File: src/rtl/tick_pkg.sv
package tick_pkg;
  localparam logic [1:0] SEL_LOAD  = 2'd0;
  localparam logic [1:0] SEL_COUNT = 2'd1;
  localparam logic [1:0] SEL_CTRL  = 2'd2;
  localparam logic [1:0] SEL_FLAG  = 2'd3;
  localparam int BIT_HALT = 1;
  localparam int BIT_EVT  = 0;

  typedef struct packed {
    logic link;
    logic ie;
    logic run;
  } chan_ctrl_t;
endpackage

File: src/rtl/tick_decode.sv
module tick_decode
  import tick_pkg::*;
#(
  parameter int NCH    = 4,
  parameter int ADDR_W = 12,
  localparam int IDX_W = (NCH > 1) ? $clog2(NCH) : 1
) (
  input  logic [ADDR_W-1:0] addr,
  output logic              top_hit,
  output logic              bank_hit,
  output logic [IDX_W-1:0]  ch,
  output logic [1:0]        sel
);
  always_comb begin
    top_hit  = (addr == '0);
    bank_hit = (addr[ADDR_W-1:8] == (ADDR_W-8)'(1)) &&
               (addr[1:0] == 2'b00) &&
               (int'(addr[7:4]) < NCH);
    ch       = addr[4 +: IDX_W];
    sel      = addr[3:2];
  end
endmodule

File: src/rtl/tick_channel.sv
module tick_channel
  import tick_pkg::*;
#(
  parameter int CNT_W = 32,
  parameter int IDX   = 0
) (
  input  logic             clk,
  input  logic             rst,
  input  logic             halt,
  input  logic             wr_ld,
  input  logic             wr_ctrl,
  input  logic             wr_flag,
  input  logic [CNT_W-1:0] wdata,
  input  logic             prev_exp,
  output logic [CNT_W-1:0] ld_q,
  output logic [CNT_W-1:0] cnt_q,
  output chan_ctrl_t       ctrl_q,
  output logic             flag_q,
  output logic             exp_o,
  output logic             irq_o
);
  localparam bit HEAD = (IDX == 0);

  logic start, run, step, tick, clr;

  assign start = wr_ctrl && wdata[0] && !ctrl_q.run;
  assign run   = ctrl_q.run && !halt;
  assign step  = !ctrl_q.link || HEAD || prev_exp;
  assign tick  = run && step;
  assign exp_o = tick && (cnt_q == '0);
  assign clr   = wr_flag && wdata[BIT_EVT];
  assign irq_o = flag_q && ctrl_q.ie;

  always_ff @(posedge clk) begin
    if (rst) begin
      ld_q   <= '0;
      cnt_q  <= '0;
      ctrl_q <= '0;
      flag_q <= 1'b0;
    end else begin
      if (wr_ld)   ld_q   <= wdata;
      if (wr_ctrl) ctrl_q <= chan_ctrl_t'(wdata[2:0]);
      if (start)      cnt_q <= ld_q;
      else if (tick)  cnt_q <= exp_o ? ld_q : cnt_q - CNT_W'(1);
      if (exp_o)      flag_q <= 1'b1;
      else if (clr)   flag_q <= 1'b0;
    end
  end

  AST_HOLD_IDLE: assert property (@(posedge clk) disable iff (rst)
    (!run && !start) |=> $stable(cnt_q));
  AST_STEP_DOWN: assert property (@(posedge clk) disable iff (rst)
    (tick && cnt_q != '0) |=> (cnt_q == $past(cnt_q) - CNT_W'(1)));
  AST_RELOAD: assert property (@(posedge clk) disable iff (rst)
    exp_o |=> (cnt_q == $past(ld_q) && flag_q));
  AST_FLAG_KEEP: assert property (@(posedge clk) disable iff (rst)
    (flag_q && !clr) |=> flag_q);

  if (IDX > 0) begin : g_link_chk
    AST_LINK_WAIT: assert property (@(posedge clk) disable iff (rst)
      (run && ctrl_q.link && !prev_exp && !start) |=> $stable(cnt_q));
  end
endmodule

File: src/rtl/tick_rdmux.sv
module tick_rdmux
  import tick_pkg::*;
#(
  parameter int NCH   = 4,
  parameter int CNT_W = 32,
  localparam int IDX_W = (NCH > 1) ? $clog2(NCH) : 1
) (
  input  logic                      clk,
  input  logic                      rst,
  input  logic                      top_hit,
  input  logic                      bank_hit,
  input  logic [IDX_W-1:0]          ch,
  input  logic [1:0]                sel,
  input  logic                      halt,
  input  logic [NCH-1:0][CNT_W-1:0] ld_all,
  input  logic [NCH-1:0][CNT_W-1:0] cnt_all,
  input  chan_ctrl_t [NCH-1:0]      ctrl_all,
  input  logic [NCH-1:0]            flag_all,
  output logic [CNT_W-1:0]          rdata
);
  logic [CNT_W-1:0] nxt;

  always_comb begin
    nxt = '0;
    if (top_hit) begin
      nxt[BIT_HALT] = halt;
    end else if (bank_hit) begin
      case (sel)
        SEL_LOAD:  nxt = ld_all[ch];
        SEL_COUNT: nxt = cnt_all[ch];
        SEL_CTRL:  nxt = CNT_W'(ctrl_all[ch]);
        default:   nxt = CNT_W'(flag_all[ch]);
      endcase
    end
  end

  always_ff @(posedge clk) begin
    if (rst) rdata <= '0;
    else     rdata <= nxt;
  end
endmodule

File: src/rtl/tick_array.sv
module tick_array
  import tick_pkg::*;
#(
  parameter int NCH    = 4,
  parameter int CNT_W  = 32,
  parameter int ADDR_W = 12
) (
  input  logic              clk,
  input  logic              rst,
  input  logic [ADDR_W-1:0] bus_addr,
  input  logic [CNT_W-1:0]  bus_wdata,
  input  logic              bus_we,
  output logic [CNT_W-1:0]  bus_rdata,
  output logic [NCH-1:0]    irq
);
  localparam int IDX_W = (NCH > 1) ? $clog2(NCH) : 1;

  logic                      top_hit, bank_hit;
  logic [IDX_W-1:0]          ch;
  logic [1:0]                sel;
  logic                      halt_q;
  logic [NCH-1:0][CNT_W-1:0] ld_all, cnt_all;
  chan_ctrl_t [NCH-1:0]      ctrl_all;
  logic [NCH-1:0]            flag_all, exp_all;
  logic [NCH-1:0]            wr_ld_v, wr_ctrl_v, wr_flag_v;

  tick_decode #(.NCH(NCH), .ADDR_W(ADDR_W)) u_decode (
    .addr(bus_addr), .top_hit(top_hit), .bank_hit(bank_hit), .ch(ch), .sel(sel)
  );

  always_ff @(posedge clk) begin
    if (rst)                     halt_q <= 1'b1;
    else if (bus_we && top_hit)  halt_q <= bus_wdata[BIT_HALT];
  end

  for (genvar i = 0; i < NCH; i++) begin : g_ch
    logic prev;
    logic mine;
    if (i == 0) begin : g_head
      assign prev = 1'b0;
    end else begin : g_next
      assign prev = exp_all[i-1];
    end
    assign mine         = bus_we && bank_hit && (ch == IDX_W'(i));
    assign wr_ld_v[i]   = mine && (sel == SEL_LOAD);
    assign wr_ctrl_v[i] = mine && (sel == SEL_CTRL);
    assign wr_flag_v[i] = mine && (sel == SEL_FLAG);

    tick_channel #(.CNT_W(CNT_W), .IDX(i)) u_chan (
      .clk(clk), .rst(rst), .halt(halt_q),
      .wr_ld(wr_ld_v[i]), .wr_ctrl(wr_ctrl_v[i]), .wr_flag(wr_flag_v[i]),
      .wdata(bus_wdata), .prev_exp(prev),
      .ld_q(ld_all[i]), .cnt_q(cnt_all[i]), .ctrl_q(ctrl_all[i]),
      .flag_q(flag_all[i]), .exp_o(exp_all[i]), .irq_o(irq[i])
    );
  end

  tick_rdmux #(.NCH(NCH), .CNT_W(CNT_W)) u_rdmux (
    .clk(clk), .rst(rst), .top_hit(top_hit), .bank_hit(bank_hit), .ch(ch),
    .sel(sel), .halt(halt_q), .ld_all(ld_all), .cnt_all(cnt_all),
    .ctrl_all(ctrl_all), .flag_all(flag_all), .rdata(bus_rdata)
  );

  AST_HALT_STILL: assert property (@(posedge clk) disable iff (rst)
    (halt_q && !bus_we) |=> $stable(cnt_all));
  AST_HALT_NO_EVT: assert property (@(posedge clk) disable iff (rst)
    halt_q |-> (exp_all == '0));
endmodule

File: config.mk
export PLATFORM = sky130hd
export DESIGN_NAME = tick_array
export DESIGN_NICKNAME = d
export VERILOG_FILES = /design/src/rtl/tick_pkg.sv /design/src/rtl/tick_decode.sv /design/src/rtl/tick_channel.sv /design/src/rtl/tick_rdmux.sv /design/src/rtl/tick_array.sv
export SDC_FILE = /design/constraint.sdc
export NUM_CORES = 1
export LEC_CHECK = 0
export BUFFER_PORTS_ARGS = -buffer_cell sky130_fd_sc_hd__buf_2
export CAP_MARGIN = 20
export CORE_ASPECT_RATIO = 0.75
export CORE_UTILIZATION = 52
export DETAILED_ROUTE_END_ITERATION = 12
export PLACE_DENSITY = 0.77
export SYNTH_ARGS = -nofsm -noshare
export SYNTH_HDL_FRONTEND = slang
export SYNTH_SLANG_ARGS = --single-unit
File: constraint.sdc
create_clock -name clk -period 4.25 [get_ports clk]
set_input_delay 0.85 -clock clk [delete_from_list [all_inputs] [get_ports clk]]
set_output_delay 0.85 -clock clk [all_outputs]
set_load 0.01 [all_outputs]
; After elaboration in Yosys (flattened, before gate mapping)
; Index checks and enable logic that the tools add are counted.
[op_classes]
n_addsub = 4
n_mul = 0
n_div = 0
n_lt_le_gt_ge = 2
eq_ne = 7
shift = 0
n_mux = 31
bitwise = 1
n_reduce_logical = 75
[op_table]
columns = operator, n
row1 = $mux 32, 14
row2 = $bmux 32 s2, 2
row3 = $logic_not 32->1, 4
row4 = $sub 32x1->32 const B, 4
row5 = $pmux 32 s3, 1
row6 = $logic_and 1x1->1, 47
row7 = $reduce_bool 2->1, 8
row8 = $logic_not 12->1, 1
row9 = $mux 1, 10
row10 = $eq 2x2->1 const B, 4
row11 = $logic_not 1->1, 8
row12 = $bmux 3 s2, 1
row13 = $logic_not 2->1, 3
row14 = $eq 2x1->1 const B, 2
row15 = $eq 4x1->1 const B, 1
row16 = $lt 4x3->1 const B, 1
row17 = $logic_or 1x1->1, 3
row18 = $lt 2x3->1 const B, 1
row19 = $mux 3, 1
row20 = $reduce_or 3->1, 1
row21 = $bmux 1 s2, 1
row22 = $mux 2, 1
row23 = $not 1->1, 1
[totals]
regBits = 305
latch_bits = 0
ramBits = 0
romBits = 0
in_bits = 47
output_inout_bits = 36
wordCells = 147
n_memories = 0

; Logic depth before layout (Yosys ltp)
[logic_depth]
depth_word = 15
depth_mapped = 12
mapped_depth_nobuf = 9

; Hierarchy
; Synthesis repeated with hierarchy kept, for this count alone.
[hier_totals]
hier_cells = 1828
hier_area_um2 = 16568.4
[modules_own_cells]
columns = mod, instances, cells_per_inst, area_each_um2, seq_area_each_um2
row1 = tick_channel (g_ch[2].u_chan ...), 2, 385, 3320.7, 1361.3
row2 = tick_channel (g_ch[0].u_chan), 1, 404, 3533.4, 1361.3
row3 = tick_channel (g_ch[1].u_chan), 1, 382, 3303.2, 1361.3
row4 = tick_rdmux, 1, 238, 2851.5, 640.6
row5 = tick_array, 1, 24, 162.7, 20.0
row6 = tick_decode, 1, 10, 76.3, 0.0

; Worst setup path before layout
; OpenSTA, ideal clock, no wires.
[synth_timing]
path_type = reg2reg
from = reg g_ch[0].u_chan.cnt_q[18]
to = reg g_ch[3].u_chan.cnt_q[30]
setup_ns = 0.091
arrival_ns = 3.324
required_ns = 4.159
setup_slack_ns = 0.835
stages_incl_launch_ff = 9
path_buffers = 1
period_less_slack_ns = 3.415
cell_sequence = dfxtp_1 > or4_4 > or3_1 > or4_4 > buf_6 > a2111o_1 > a31o_4 > or4_1 > a311oi_1
[synth_between]
elab_chain_cells = 14
word_cells_on_any_way = 15
cone_classes = mux (3) / reduce/logical (12)
[synth_rtl]
columns = element, line_no
row1 = from (decl), tick_channel.sv:16  ; output logic [CNT_W-1:0] cnt_q,
row2 = from (signal assigned), tick_channel.sv:43  ; if (start) cnt_q <= ld_q;
row3 = from (signal assigned), tick_channel.sv:44  ; else if (tick) cnt_q <= exp_o ? ld_q : cnt_q - CNT_W'(1);
row4 = $logic_not 32->1 *, tick_channel.sv:30  ; assign exp_o = tick && (cnt_q == '0);
row5 = $logic_and 1x1->1 *, tick_channel.sv:30
row6 = $logic_or 1x1->1 *, tick_channel.sv:28  ; assign step = !ctrl_q.link || HEAD || prev_exp;
row7 = $logic_and 1x1->1 *, tick_channel.sv:29  ; assign tick = run && step;
row8 = $logic_and 1x1->1 *, tick_channel.sv:30
row9 = $logic_or 1x1->1 *, tick_channel.sv:28
row10 = $logic_and 1x1->1 *, tick_channel.sv:29
row11 = $logic_and 1x1->1 *, tick_channel.sv:30
row12 = $logic_or 1x1->1 *, tick_channel.sv:28
row13 = $logic_and 1x1->1 *, tick_channel.sv:29
row14 = $logic_and 1x1->1, tick_channel.sv:30
row15 = $mux 32 (2 in a row), tick_channel.sv:44
row16 = $mux 32, tick_channel.sv:43
row17 = to (signal assigned), tick_channel.sv:43
row18 = to (signal assigned), tick_channel.sv:44
row19 = to (decl), tick_channel.sv:16
; Mark *: on every way between the ends. The rest lies on a longest branch, timed or not. The select of a mux whose other input is x is not followed.
; A chain may end at the register's enable or synchronous reset.

; Worst setup path after layout
[layout_timing]
from = reg g_ch[0].u_chan.cnt_q[8]
to = reg g_ch[2].u_chan.cnt_q[20]
[layout_between]
elab_chain_cells = 11
word_cells_on_any_way = 12
cone_classes = mux (3) / reduce/logical (9)
[layout_rtl]
columns = element, line_no
row1 = $logic_not 32->1 *, tick_channel.sv:30
row2 = $logic_and 1x1->1 *, tick_channel.sv:30
row3 = $logic_or 1x1->1 *, tick_channel.sv:28
row4 = $logic_and 1x1->1 *, tick_channel.sv:29
row5 = $logic_and 1x1->1 *, tick_channel.sv:30
row6 = $logic_or 1x1->1 *, tick_channel.sv:28
row7 = $logic_and 1x1->1 *, tick_channel.sv:29
row8 = $logic_and 1x1->1, tick_channel.sv:30
row9 = $mux 32 (2 in a row), tick_channel.sv:44
row10 = $mux 32, tick_channel.sv:43
row11 = to (signal assigned), tick_channel.sv:43
row12 = to (signal assigned), tick_channel.sv:44
row13 = to (decl), tick_channel.sv:16
; Marked as above.

==> key figures <==
Final layout
  • Area delta synth->final: 11.9%
  • Share of final-layout standard cells stronger than drive strength 1: 15.8%
  • FILL cells: between 2000 and 3000
  • Finished Core Util: between 50% and 60%
  • Antenna fix cells: 0
  • Final net count: roughly 2200

Power
  • Lkg Pwr: between 6 and 7 nW
  • Power per cell area: around 320 nW/um^2
  • IR drop worst, VDD: a little over 0.3 mV

Die
  • Floorplan core area: approximately 31000 sq um
  • Die outline area: around 33000 sq um
  • Number of primary I/O pins: 83
  • Die X-Extent: roughly 210 um
  • Core Rows: between 50 and 60
  • Chip height: 156 um
  • Initial Util: between 50% and 60%

Timing
  • Slew at the pin closest to its max-slew limit: ~1.2 ns
  • Peak Freq: ~0.25 GHz
  • Hold Slack: between 0.4 and 0.5 ns
  • Final Max Slew Viols: 0
  • Final number of hold-violating endpoints: 0
  • Final setup viols: 0
  • Setup_tns: 0 ns
  • Worst-case setup margin in the final layout: 0.249 ns
  • Remaining max-slew budget at the tightest pin: between 10% and 20%
  • Setup Skew: approximately 0.018 ns
  • Final period util: between 90% and 100%
  • Unrepaired setup endpoints after global routing: false
  • Minimum clock period after layout: roughly 4 ns

Worst setup path
  • Startpoint kind of the worst setup timing path: flip-flop
  • Worst Setup SP: g_ch[0].u_chan.cnt_q[8]$_SDFFE_PP0P_
  • Crit Reg-Reg Startpoint: g_ch[0].u_chan.cnt_q[8]$_SDFFE_PP0P_
  • Biggest fanout along the worst timing path: 33
  • Series of cell instances along the critical path: nor4_1 > nand4b_1 > or4_4 > a2111oi_2 > nor3_2 > buf_4 > mux2i_1 > a2111oi_0
  • Crit path DAT: 4.47 ns
  • Register-to-register setup slack: roughly 0.25 ns
  • Count of cells along the worst register-to-register path: 8
  • Critical path endpoint category: flip-flop
  • Largest stage delay on the critical path: about 0.76 ns
  • Cell at the slowest stage of the critical path: or4_4
  • Critical path required time: ~4.7 ns
  • Capturing point of the worst reg2reg path: g_ch[2].u_chan.cnt_q[20]$_SDFFE_PP0P_
  • Startpoint-to-endpoint class of the critical path: reg -> reg

Global routing
  • GR met2 Demand/Resource: 57.3%
  • Total GRT Usage: roughly two fifths
  • Met3 Resource Use GR: about 9%
  • Met1 Use GR: 55.0%
  • Highest-utilization routing layer at the global route stage: met2
  • Total gr overflow: 0
  • Largest net degree at the start of global routing: just under 100
  • Wire length of the first global-routing pass: between 90000 and 100000 um
  • Number of global-route vias before repair: 15800
  • Antenna violations before repair: 1

Synth
  • Post-Synthesis Net Count: about 2100
  • Number of cells produced by synthesis: 2079
  • Share of synthesized area occupied by flip-flops and latches: 36.9%
  • Number of storage elements in the synthesis netlist: ~300
  • Netlist area before placement: 16500 sq um
  • Post-synth top area share: a little under two fifths
  • Number of synthesized flops with an enable pin: 0
  • Cells taking the most area after synthesis: dfxtp_1 (37%), nand2_1 (9.5%), mux4_2 (9.4%)
  • Share of flip-flops with an asynchronous set or reset: 0%
  • Most frequent cell after synthesis: nand2_1
  • Synth top cells by count: nand2_1 (417), dfxtp_1 (305), a21oi_1 (265), clkbuf_1 (142), nor2_1 (122)
  • Unique masters post-synth: just over 70
  • Synthesis warning total: 0
  • Leading register cell type out of synthesis: dfxtp_1
  • Top cell type by total area after synthesis: dfxtp_1
  • Synthesized area per cell: 7.96 sq um

Clocking
  • Number of buffers created by CTS: 31
  • Clock transition time at the flip-flop clock pins of the worst setup and hold paths: ~0.070 ns
  • Clock tree from TritonCTS: yes
  • Number of buffers on the longest clock path: 3
  • Sinks on Clock Net: 305
  • CTS-repair resized insts: 0
  • Number of H-tree levels: 1
  • Cell at the root of the clock tree: clkbuf_16
  • Clk Latency, worst-skew pair: around 0.6 ns
  • Post-CTS Setup Bufs: 0
  • Cts-stage hold buffer count: 0

Routing
  • Vias/cell: roughly 6.8
  • Count of nets left with antenna violations after detail routing: 0
  • Per-cell routed wire length: 25.0 um
  • Remaining routing DRC violations: 0
  • Detailed Routing Iterations Pass 1: 6
  • Detailed Route WL: around 63000 um
  • Vias after detailed routing: roughly 17000
  • Detailed Route Iter0 Violations: approximately 2500

Min path
  • Instance count along the most critical hold path: 2
  • Min-Delay Startpoint: g_ch[0].u_chan.ld_q[13]$_SDFFE_PP0P_
  • Worst Hold Class: reg -> reg
  • End point of the most critical hold path: g_ch[0].u_chan.ld_q[13]$_SDFFE_PP0P_

Outcome
  • Status: finished clean

Placed design
  • Total half-perimeter wirelength after legalization and detailed placement: 44000 um
  • Placer's final routability congestion estimate: slightly above 1
  • Setup Slack @ Placement: ~0.39 ns
  • Count of port buffers added during placement: a little over 80

Flow run
  • Count of max-cap constraint violations: 0
==> where the power goes <==
part | internal, W | switching, W
combinational | 0.0000568 | 0.000137
clock | 0.00167 | 0.00124
sequential | 0.00286 | 0.000000363
==> how the worst max path moves through the flow <==
stage | to | cells past startpoint | slack, ns
after floorplan | g_ch[3].u_chan.cnt_q[30]$_SDFFE_PP0P_ | 8 | 0.83
after global placement | g_ch[3].u_chan.cnt_q[18]$_SDFFE_PP0P_ | 10 | 0.54
after detailed placement | g_ch[2].u_chan.cnt_q[11]$_SDFFE_PP0P_ | 8 | 0.39
final | g_ch[2].u_chan.cnt_q[20]$_SDFFE_PP0P_ | 8 | 0.25
after global routing | g_ch[2].u_chan.cnt_q[20]$_SDFFE_PP0P_ | 8 | 0.11
after CTS | g_ch[2].u_chan.cnt_q[11]$_SDFFE_PP0P_ | 8 | 0.37
==> layer usage <==
metal,part of all wire [%],wire length (um),vias to the layer above
met2,42,26500,1210
li1,-,-,7594
met3,13,8420,169
met1,42,26500,8216
met5,0.021,13,-
met4,2.9,1860,2
==> state kept, by name, summed over array words and instances, names as in the netlist <==
register / count
g_ch.u_chan.ld_q: 128
g_ch.u_chan.ctrl_q: 12
u_rdmux.rdata: 32
g_ch.u_chan.cnt_q: 128
g_ch.u_chan.flag_q: 4
halt_q: 1
==> final cells by class <==
class	instances	area (sq um)	share of cell area, %
Multi-Input combinational cell	1559	9680	52.2
Sequential cell	305	6110	33.0
Timing Repair Buffer	154	995	5.37
Clock buffer	42	867	4.68
Tap cell	406	508	2.74
Clock inverter	15	194	1.05
Inverter	47	176	0.952
==> logic make-up (layout without fill, tap and decap cells) <==
group / Yosys count / after routing / share of synthesized area (%)
buf+inv: 215 / 258 / 5.07
xor+xnor: 11 / 11 / 0.582
fa+ha+maj: 6 / 6 / 0.454
simple gates: 868 / 868 / 24.7
mux: 106 / 106 / 11.7
flops: 305 / 305 / 36.9
compound gates: 568 / 568 / 20.6
==> worst max-delay path: cells and delay by family, from the launching register on <==
family / cells / cell delay (ns)
AO/OA/AOI/OAI: 2 / 1.08
buffers and inverters: 1 / 0.30
flip-flops: 1 / 0.41
multiplexers: 1 / 0.19
AND/OR/NAND/NOR: 4 / 1.82
==> stage by stage <==
step	power, W	instances	area, sq um
floorplan	0.00304	2079	16500
global placement	0.00311	2469	17400
detailed placement	0.00311	2469	17400
CTS	0.00597	2526	18500
global route	0.00611	2528	18500
finish	0.00596	2528	18500
==> cells in the final DEF (no fill, tap or decap), types with 10 or more instances in the layout <==
cell type,n
dfxtp_1,305
or3_1,17
mux2i_1,27
buf_2,80
nor4_1,45
o211ai_1,21
buf_4,71
nand4_1,30
inv_1,47
a211oi_1,18
or4_1,13
mux4_2,69
nand3_1,38
a21boi_0,12
or2_2,14
and2_1,20
or4b_2,10
o32ai_1,19
a21oi_1,265
nand4b_1,11
nor2_1,118
nand2b_1,12
a31oi_1,13
a22oi_1,16
nand2_1,417
a2111oi_0,10
mux2_2,10
o21ai_0,115
clkbuf_16,31
nor3_1,73
a221oi_1,17
Note: power is estimated with default switching activity, not from simulation.
